$ cat src/rtl/or_eng_pkg.sv
package or_eng_pkg;
  localparam int unsigned CHAR_W = 7;
  localparam int unsigned INFO_W = 6;

  typedef logic [CHAR_W-1:0] char_t;

  typedef enum logic [2:0] {
    ST_IDLE  = 3'd0,
    ST_CHECK = 3'd1,
    ST_RD_B  = 3'd2,
    ST_RD_A  = 3'd3,
    ST_WR    = 3'd4,
    ST_DONE  = 3'd5
  } state_e;

  function automatic char_t odd_char(input logic [INFO_W-1:0] info);
    return {~^info, info};
  endfunction
endpackage

$ cat src/rtl/or_eng_merge.sv
module or_eng_merge
  import or_eng_pkg::*;
(
  input  char_t a_char_i,
  input  char_t b_char_i,
  output char_t res_o
);
  logic [INFO_W-1:0] info;

  assign info  = a_char_i[INFO_W-1:0] | b_char_i[INFO_W-1:0];
  assign res_o = odd_char(info);

  always_comb begin
    assert_odd_parity_R3: assert (^res_o == 1'b1)
      else $error("result parity not odd");
  end
endmodule

$ cat src/rtl/or_eng_ctrl.sv
module or_eng_ctrl
  import or_eng_pkg::*;
(
  input  logic   clk_i,
  input  logic   rst_ni,
  input  logic   start_i,
  input  logic   cnt_zero_i,
  output state_e state_o,
  output logic   load_o,
  output logic   step_o,
  output logic   capture_b_o,
  output logic   sel_a_o,
  output logic   mem_en_o,
  output logic   mem_we_o,
  output logic   busy_o,
  output logic   done_o
);
  state_e state_q, state_d;

  always_comb begin
    state_d = state_q;
    unique case (state_q)
      ST_IDLE:  if (start_i) state_d = ST_CHECK;
      ST_CHECK: state_d = cnt_zero_i ? ST_DONE : ST_RD_B;
      ST_RD_B:  state_d = ST_RD_A;
      ST_RD_A:  state_d = ST_WR;
      ST_WR:    state_d = ST_CHECK;
      ST_DONE:  state_d = ST_IDLE;
      default:  state_d = ST_IDLE;
    endcase
  end

  always_ff @(posedge clk_i or negedge rst_ni) begin
    if (!rst_ni) state_q <= ST_IDLE;
    else         state_q <= state_d;
  end

  assign state_o     = state_q;
  assign load_o      = (state_q == ST_IDLE) && start_i;
  assign step_o      = (state_q == ST_WR);
  // read data for B lands while A is being requested
  assign capture_b_o = (state_q == ST_RD_A);
  assign sel_a_o     = (state_q == ST_RD_A) || (state_q == ST_WR);
  assign mem_en_o    = (state_q == ST_RD_B) || sel_a_o;
  assign mem_we_o    = (state_q == ST_WR);
  assign busy_o      = (state_q != ST_IDLE);
  assign done_o      = (state_q == ST_DONE);

  assert_done_pulse_R8: assert property (@(posedge clk_i) disable iff (!rst_ni)
    done_o |=> !done_o);

  assert_zero_exit_R1: assert property (@(posedge clk_i) disable iff (!rst_ni)
    (state_q == ST_CHECK && cnt_zero_i) |=> (done_o && !mem_en_o));

  assert_read_then_write_R7: assert property (@(posedge clk_i) disable iff (!rst_ni)
    (state_q == ST_RD_B) |=> (mem_en_o && !mem_we_o) ##1 mem_we_o);

  assert_idle_only_start_R9: assert property (@(posedge clk_i) disable iff (!rst_ni)
    (busy_o && !done_o && state_q != ST_WR) |=> busy_o);
endmodule

$ cat src/rtl/or_eng_regs.sv
module or_eng_regs #(
  parameter int AW         = 10,
  parameter int CW         = 6,
  parameter int TW         = 10,
  parameter int MAX_COUNT  = 44,
  parameter int SETUP_COST = 35,
  parameter int CHAR_COST  = 21
) (
  input  logic          clk_i,
  input  logic          rst_ni,
  input  logic          load_i,
  input  logic          step_i,
  input  logic [AW-1:0] a_i,
  input  logic [AW-1:0] b_i,
  input  logic [CW-1:0] cnt_i,
  output logic [AW-1:0] a_o,
  output logic [AW-1:0] b_o,
  output logic [CW-1:0] cnt_o,
  output logic [TW-1:0] cyc_o,
  output logic          cnt_zero_o
);
  localparam logic [CW-1:0] CNT_MAX = CW'(MAX_COUNT);
  localparam logic [TW-1:0] T_SETUP = TW'(SETUP_COST);
  localparam logic [TW-1:0] T_CHAR  = TW'(CHAR_COST);

  logic [AW-1:0] a_q, b_q;
  logic [CW-1:0] cnt_q, cnt_ld;
  logic [TW-1:0] cyc_q;

  assign cnt_ld = (cnt_i > CNT_MAX) ? CNT_MAX : cnt_i;

  always_ff @(posedge clk_i or negedge rst_ni) begin
    if (!rst_ni) begin
      a_q   <= '0;
      b_q   <= '0;
      cnt_q <= '0;
      cyc_q <= '0;
    end else if (load_i) begin
      a_q   <= a_i;
      b_q   <= b_i;
      cnt_q <= cnt_ld;
      cyc_q <= T_SETUP;
    end else if (step_i) begin
      a_q   <= a_q - 1'b1;
      b_q   <= b_q - 1'b1;
      cnt_q <= cnt_q - 1'b1;
      cyc_q <= cyc_q + T_CHAR;
    end
  end

  assign a_o        = a_q;
  assign b_o        = b_q;
  assign cnt_o      = cnt_q;
  assign cyc_o      = cyc_q;
  assign cnt_zero_o = (cnt_q == '0);

  assert_step_dec_R5: assert property (@(posedge clk_i) disable iff (!rst_ni)
    step_i |=> (a_q == AW'($past(a_q) - 1'b1)) && (b_q == AW'($past(b_q) - 1'b1))
               && (cnt_q == CW'($past(cnt_q) - 1'b1)));

  assert_cost_step_R6: assert property (@(posedge clk_i) disable iff (!rst_ni)
    step_i |=> cyc_q == TW'($past(cyc_q) + T_CHAR));

  assert_hold_R9: assert property (@(posedge clk_i) disable iff (!rst_ni)
    (!load_i && !step_i) |=> ($stable(a_q) && $stable(b_q) && $stable(cnt_q) && $stable(cyc_q)));

  assert_cnt_bound_R10: assert property (@(posedge clk_i) disable iff (!rst_ni)
    cnt_q <= CNT_MAX);
endmodule

$ cat src/rtl/or_string_engine.sv
module or_string_engine
  import or_eng_pkg::*;
#(
  parameter int AW         = 10,
  parameter int MAX_COUNT  = 44,
  parameter int SETUP_COST = 35,
  parameter int CHAR_COST  = 21,
  localparam int CW        = $clog2(MAX_COUNT + 1),
  localparam int TW        = $clog2(CHAR_COST * MAX_COUNT + SETUP_COST + 1)
) (
  input  logic          clk_i,
  input  logic          rst_ni,
  input  logic          start_i,
  input  logic [AW-1:0] a_addr_i,
  input  logic [AW-1:0] b_addr_i,
  input  logic [CW-1:0] count_i,
  output logic          busy_o,
  output logic          done_o,
  output logic [AW-1:0] a_addr_o,
  output logic [AW-1:0] b_addr_o,
  output logic [CW-1:0] count_o,
  output logic [TW-1:0] cycles_o,
  output logic          mem_en_o,
  output logic          mem_we_o,
  output logic [AW-1:0] mem_addr_o,
  output logic [6:0]    mem_wdata_o,
  input  logic [6:0]    mem_rdata_i
);
  state_e state;
  logic   load, step, capture_b, sel_a, cnt_zero;
  char_t  b_hold_q, res;

  or_eng_ctrl u_ctrl (
    .clk_i       (clk_i),
    .rst_ni      (rst_ni),
    .start_i     (start_i),
    .cnt_zero_i  (cnt_zero),
    .state_o     (state),
    .load_o      (load),
    .step_o      (step),
    .capture_b_o (capture_b),
    .sel_a_o     (sel_a),
    .mem_en_o    (mem_en_o),
    .mem_we_o    (mem_we_o),
    .busy_o      (busy_o),
    .done_o      (done_o)
  );

  or_eng_regs #(
    .AW(AW), .CW(CW), .TW(TW), .MAX_COUNT(MAX_COUNT),
    .SETUP_COST(SETUP_COST), .CHAR_COST(CHAR_COST)
  ) u_regs (
    .clk_i      (clk_i),
    .rst_ni     (rst_ni),
    .load_i     (load),
    .step_i     (step),
    .a_i        (a_addr_i),
    .b_i        (b_addr_i),
    .cnt_i      (count_i),
    .a_o        (a_addr_o),
    .b_o        (b_addr_o),
    .cnt_o      (count_o),
    .cyc_o      (cycles_o),
    .cnt_zero_o (cnt_zero)
  );

  always_ff @(posedge clk_i or negedge rst_ni) begin
    if (!rst_ni)        b_hold_q <= '0;
    else if (capture_b) b_hold_q <= mem_rdata_i;
  end

  or_eng_merge u_merge (
    .a_char_i (mem_rdata_i),
    .b_char_i (b_hold_q),
    .res_o    (res)
  );

  assign mem_addr_o  = sel_a ? a_addr_o : b_addr_o;
  assign mem_wdata_o = res;

  assert_no_zero_write_R1: assert property (@(posedge clk_i) disable iff (!rst_ni)
    mem_we_o |-> !cnt_zero);

  assert_write_steps_R4: assert property (@(posedge clk_i) disable iff (!rst_ni)
    mem_we_o |=> (state == ST_CHECK) && !mem_en_o);

  assert_done_count_R5: assert property (@(posedge clk_i) disable iff (!rst_ni)
    done_o |-> count_o == '0);
endmodule

$ cat config.mk
export PLATFORM = sky130hd
export DESIGN_NAME = or_string_engine
export DESIGN_NICKNAME = d
export VERILOG_FILES = /design/src/rtl/or_eng_pkg.sv /design/src/rtl/or_eng_merge.sv /design/src/rtl/or_eng_ctrl.sv /design/src/rtl/or_eng_regs.sv /design/src/rtl/or_string_engine.sv
export SDC_FILE = /design/constraint.sdc
export NUM_CORES = 1
export LEC_CHECK = 0
export BUFFER_PORTS_ARGS = -buffer_cell sky130_fd_sc_hd__buf_2
export CORE_UTILIZATION = 40
export CTS_CLUSTER_SIZE = 30
export DETAILED_ROUTE_END_ITERATION = 6
export HOLD_SLACK_MARGIN = 0.1
export PLACE_DENSITY = 0.81
export SLEW_MARGIN = 15
export SYNTH_ARGS = -nofsm -noshare
export SYNTH_HDL_FRONTEND = slang
export SYNTH_SLANG_ARGS = --single-unit
$ cat constraint.sdc
create_clock -name clk_i -period 2.3 [get_ports clk_i]
set_clock_uncertainty 0.15 [all_clocks]
set_input_delay 0.23 -clock clk_i [delete_from_list [all_inputs] [get_ports clk_i]]
set_output_delay 0.23 -clock clk_i [all_outputs]
set_load 0.005 [all_outputs]
==> flow_metrics.tcl, run 1 <==
set metrics [dict create \
    diodes 0 \
    synthMuxAreaShare_pct 7.15 \
    power_density_nw_per_um2 1270 \
    crit_chain "dlygate4sd3_1 -> buf_2 -> or2_2 -> xor2_1 -> xor2_1 -> xnor2_1 -> buf_2" \
    tns_ps 0 \
    rsz0062_at_grt "no" \
    grt_usage_pct 22.7 \
    wl_met2_um 3520 \
    routabilityCongestion 0.826 \
    synthCells 256 \
    die_w_um 80.8 \
    critical-path-slowest-cell "dlygate4sd3_1" \
    finalMaxSlewViolations 0 \
    drive_above_1_share_pct 37.6 \
    synth-seq-cells 45 \
    dieHeight_um 80.8 \
    ant_nets 0 \
    cp-end-kind "output port" \
    synthArstFlopShare_pct 100 \
    fin_ws_ps 115 \
    synth_top_family_by_area "compound AO/OA/AOI/OAI gates" \
    yosysWarnings 0 \
    power_uw 4480 \
    tightest_slew_ps 640 \
    synthToLayoutAreaGrowth_pct 41.7 \
    ys.flop_type "dfrtp_1" \
    grt_pass1_vias 2415 \
    grt_max_degree 46 \
    io_buffer_count 91 \
    dp_slack_ps 147 \
    hp-class "input pin to flop" \
    relSlewSlack_pct 57.2 \
    fillers 529 \
    grt_pass1_wl_um 11400 \
    startpoint_type "input pin" \
    top_layer_used "met4" \
    fin_crit_ps 2190 \
    cts_tree "yes" \
    power_leakage_uw 0.00162 \
    overflow 0 \
    max_freq_mhz 458 \
    synth_cell_types 50 \
    critPathMaxStageDelay_ps 530 \
    critPathArrivalTime_ps 1810 \
    drt_first_pass_iters 5 \
    cts.sinks 45 \
    start_util_pct 41.7 \
    route.met3.wl_um 346 \
    synth-simple-area-share_pct 18.9 \
    synth_fa_ha_area_share_pct 2.01 \
    crit_fanout 2 \
    core_sq_um 5960 \
    post_drt_wl_per_cell_um 15.4 \
    syn-num-nets 296 \
    status "complete, no violations" \
    hold_viol_final 0 \
    first_iter_violations 174 \
    vdd_ir_drop_max_uv 569 \
    nets 425 \
    period_share_pct 95.0 \
    ys_seq_area_share_pct 45.3 \
    avgSynthCellArea_sq_um 9.71 \
    vias 2571 \
    synth_xor_area_share_pct 3.17 \
    synth-compound-area-share_pct 19.7 \
    grt_antenna_before_repair 0 \
    critPathKind "input pin to output port" \
    dieArea_sq_um 6530 \
    cts_buffers 5 \
    clock_path_buffers 2 \
    num_rows 28 \
    setup_viol 0 \
    dp.final_hpwl_um 4910 \
    clk_pin_slew_ps 90 \
    max-cap-violations 0 \
    required_ps 1920 \
    cts-root-buf "clkbuf_8" \
    clk_latency_ps 300 \
    synthesis.area_sq_um 2480 \
    remaining_drc_errors 0 \
    h-tree-depth 2 \
    viasPerCell 5.58 \
    synth_edf_count 0 \
    wirelength_met1_um 3010 \
    boundaryPins 93 \
    routed_wl_um 7080 \
]
==> synth_stat cells, types with 5 or more instances <==
cell / n / area [sq um]
o21ai_0: 21 / 105
or2_2: 8 / 50.1
xor2_1: 5 / 43.8
clkbuf_1: 8 / 30.0
nand2_1: 27 / 101
or3_1: 6 / 37.5
mux2_2: 14 / 158
a21oi_1: 13 / 65.1
o211ai_1: 12 / 90.1
nand3_1: 7 / 35.0
inv_1: 8 / 30.0
or4_1: 7 / 52.6
dfrtp_1: 45 / 1130
nor2_1: 10 / 37.5
==> registers in the layout (all words and copies together), names as in the netlist <==
| register | cells |
|---|---|
| u_regs.cnt_o | 6 |
| b_hold_q | 6 |
| u_regs.a_o | 10 |
| u_ctrl.state_o | 3 |
| u_regs.b_o | 10 |
| u_regs.cyc_o | 10 |
==> worst max-delay path: cells and delay by family <==
family	cells	cell delay, ps
xor gates and xnor gates	3	520
buffers and inverters	3	770
and+or+nand+nor	1	280
==> power by group <==
part	total [uW]	leakage [uW]	switching (uW)	internal, uW
Clock	622	0.0000574	269	353
Combinational	2330	0.00101	1160	1170
Sequential	1520	0.000546	374	1150
==> metrics by stage <==
stage          utilization, %  hold slack, ps  instance area, sq um  cells
4_1_cts                  58.8             102                  3500    460
6_report                 59.1             115                  3520    461
3_3_place_gp             52.2             193                  3110    425
2_1_floorplan               -            -216                  2480    256
3_5_place_dp             52.2             199                  3110    425
5_1_grt                  59.1             143                  3520    461
==> kinds of logic after synthesis <==
family	after synthesis
adder cells (fa/ha/maj)	4
buffers and inverters	22
multiplexers	16
XOR/XNOR	9
flip-flops	45
AND/OR/NAND/NOR	86
AO/OA/AOI/OAI	74
==> cell usage in the layout (no fill, tap or decap), drive strengths merged, types with 6 or more instances in the layout <==
cell	Yosys	layout
a21oi	13	13
buf	6	108
clkbuf	8	6
dfrtp	45	45
dlygate4sd3	0	28
inv	8	8
mux2	14	14
nand2	27	27
nand3	7	7
nor2	10	10
o211ai	12	12
o21ai	21	21
or2	8	8
or3	6	6
or4	7	7
==> metal layers <==
metal	track usage [%]	up-vias
li1	-	1213
met1	27.3	1255
met3	4.61	17
met5	0	-
met2	39.4	86
met4	9.64	0
==> area by class of cell <==
type                       count  area [sq um]  area share (%)
clock inverter                 2          37.5            1.07
sequential                    45          1130            32.0
tap                           75          93.8            2.67
inverter                       8          30.0           0.853
clock buffer                   6          82.6            2.35
timing repair buffer         136           863            24.5
multi-input combinational    189          1290            36.6
==> timing repair <==
action                     CTS  global route
hold buffers                27             1
gates resized for setup      2             2
gates cloned                 0             0
hold endpoints to repair    71             1
setup buffers                0             0
setup endpoints to repair    8             3
==> final timing paths <==
kind / from / end / slack (ps) / cells past startpoint
worst max-delay path: mem_rdata_i[2] / mem_wdata_o[6] / 110 / 7
worst min-delay path: count_i[1] / u_regs.cnt_o[1] / 110 / 3
worst max register to register: u_regs.b_o[6] / u_regs.b_o[9] / 160 / 4
worst min register to register: u_regs.cyc_o[9] / u_regs.cyc_o[9] / 320 / 1
max in group asynchronous: rst_ni / b_hold_q[2] / 1210 / 3
min in group asynchronous: rst_ni / u_regs.b_o[4] / 400 / 3
Power figures use the tool's default switching activity.
==> run 2, diff against run 1 <==
--- a/config.mk
+++ b/config.mk
@@ -11,6 +11,7 @@
 export DETAILED_ROUTE_END_ITERATION = 6
 export HOLD_SLACK_MARGIN = 0.1
 export PLACE_DENSITY = 0.81
+export REMOVE_ABC_BUFFERS = 1
 export SLEW_MARGIN = 15
 export SYNTH_ARGS = -nofsm -noshare
 export SYNTH_HDL_FRONTEND = slang
==> run 2 against run 1 <==
- sequential cell count stayed put
- sequential power barely moved
- cell count up 0.22%
- wire length is 3.6% lower
- combinational power is essentially flat
- final area is 0.85% lower
- critical path depth is the same
- critical path type unchanged
- critical endpoint unchanged
- largest cell class unchanged
==> flow_metrics.tcl, run 2 (synthesis gave the netlist of run 1 again) <==
set metrics [dict create \
    hold_viol_final 0 \
    ant_nets 0 \
    route.met3.wl_um 377 \
    max-cap-violations 0 \
    synthToLayoutAreaGrowth_pct 40.5 \
    post_drt_wl_per_cell_um 14.8 \
    power_leakage_uw 0.00160 \
    final_util_pct 58.6 \
    layout_common_cells "buf_2, dfrtp_1, dlygate4sd3_1, nand2_1, o21ai_0" \
    die_w_um 80.8 \
    start_util_pct 41.7 \
    finalInstanceArea_sq_um 3490 \
    startpoint_type "input pin" \
    grt_pass1_wl_um 11000 \
    setup_viol 0 \
    cts-root-buf "clkbuf_8" \
    vias 2475 \
    drt_first_pass_iters 4 \
    crit_fanout 2 \
    viasPerCell 5.36 \
    clk_pin_slew_ps 80 \
    wirelength_met1_um 2920 \
    period_share_pct 95.5 \
    hp-class "input pin to flop" \
    num_rows 28 \
    cts.sinks 45 \
    drive_above_1_share_pct 36.7 \
    dp_cells 425 \
    rsz0062_at_grt "no" \
    cp-end-kind "output port" \
    overflow 0 \
    crit_family "buffers and inverters" \
    boundaryPins 93 \
    finalMaxSlewViolations 0 \
    h-tree-depth 2 \
    final_common_cell "buf_2" \
    dpl-instance-area_sq_um 3110 \
    routabilityCongestion 0.813 \
    dp.final_hpwl_um 4820 \
    grt_max_degree 46 \
    routed_wl_um 6830 \
    clock_path_buffers 2 \
    stdcell_count 462 \
    status "complete, no violations" \
    grt_antenna_before_repair 0 \
    critPathMaxStageDelay_ps 540 \
    power_uw 4290 \
    nets 426 \
    grt_pass1_vias 2328 \
    max_freq_mhz 455 \
    grt_usage_pct 22.0 \
    crit_buf_inv 3 \
    critPathArrivalTime_ps 1820 \
    required_ps 1920 \
    io_buffer_count 91 \
    diodes 0 \
    first_iter_violations 136 \
    critPathKind "input pin to output port" \
    power_density_nw_per_um2 1230 \
    crit_chain "dlygate4sd3_1 -> buf_2 -> or2_2 -> xor2_1 -> xor2_1 -> xnor2_1 -> buf_2" \
    dieHeight_um 80.8 \
    relSlewSlack_pct 59.9 \
    cts_tree "yes" \
    critical-path-slowest-cell "dlygate4sd3_1" \
    wl_met2_um 3450 \
    remaining_drc_errors 0 \
    top_layer_used "met4" \
    cts_buffers 5 \
    vdd_ir_drop_max_uv 689 \
    fin_crit_ps 2200 \
    dieArea_sq_um 6530 \
    core_sq_um 5960 \
    tightest_slew_ps 600 \
    clk_latency_ps 290 \
]
run 2: timing repair:
| item | CTS | global route |
|---|---|---|
| pin swaps | 0 | 1 |
| hold endpoints to repair | 73 | 0 |
| setup buffers | 0 | 0 |
| gates resized for setup | 2 | 1 |
| setup endpoints to repair | 8 | 3 |
| hold buffers | 29 | 0 |
run 2: stage by stage:
step	hold slack, ps	setup slack [ps]	setup TNS (ps)
after global routing	150	7.34	0
after CTS	101	64.3	0
after floorplan	-216	-246	-1490
after detailed placement	208	139	0
after global placement	202	174	0
final	114	104	0
run 2: worst reg2reg max path: cells and delay by family, from the launching register on:
kind	cells	cell delay (ps)
simple gates	4	1560
flops	1	380
run 2: cell type report:
class                           instances  area (sq um)
Clock inverter                          1          7.51
Sequential cell                        45          1130
Multi-Input combinational cell        189          1280
Timing Repair Buffer                  137           873
Fill cell                             528          2460
Tap cell                               75          93.8
Inverter                                8          30.0
Clock buffer                            7          76.3
run 2: path summary, 6_finish.rpt:
| check | startpoint | endpoint | slack, ps | depth (start not counted) |
|---|---|---|---|---|
| setup / recovery | mem_rdata_i[2] | mem_wdata_o[6] | 100 | 7 |
| hold / removal | count_i[3] | u_regs.cnt_o[3] | 110 | 3 |
| setup reg to reg | u_ctrl.state_o[1] | u_regs.b_o[9] | 140 | 4 |
| hold reg to reg | u_regs.cyc_o[9] | u_regs.cyc_o[9] | 350 | 1 |
| max in group asynchronous | rst_ni | u_regs.cyc_o[1] | 1200 | 3 |
| min in group asynchronous | rst_ni | b_hold_q[4] | 410 | 3 |
run 2: routing by layer:
| layer | GRT usage, % | vias to the layer above |
|---|---|---|
| li1 | - | 1209 |
| met4 | 6.79 | 0 |
| met2 | 38.2 | 83 |
| met3 | 4.16 | 9 |
| met1 | 27.6 | 1174 |
| met5 | 0 | - |
run 2: where the power goes:
group	leakage, uW	switching (uW)	internal, uW
combinational	0.00102	1150	1170
clock	0.0000385	259	215
sequential	0.000546	343	1150
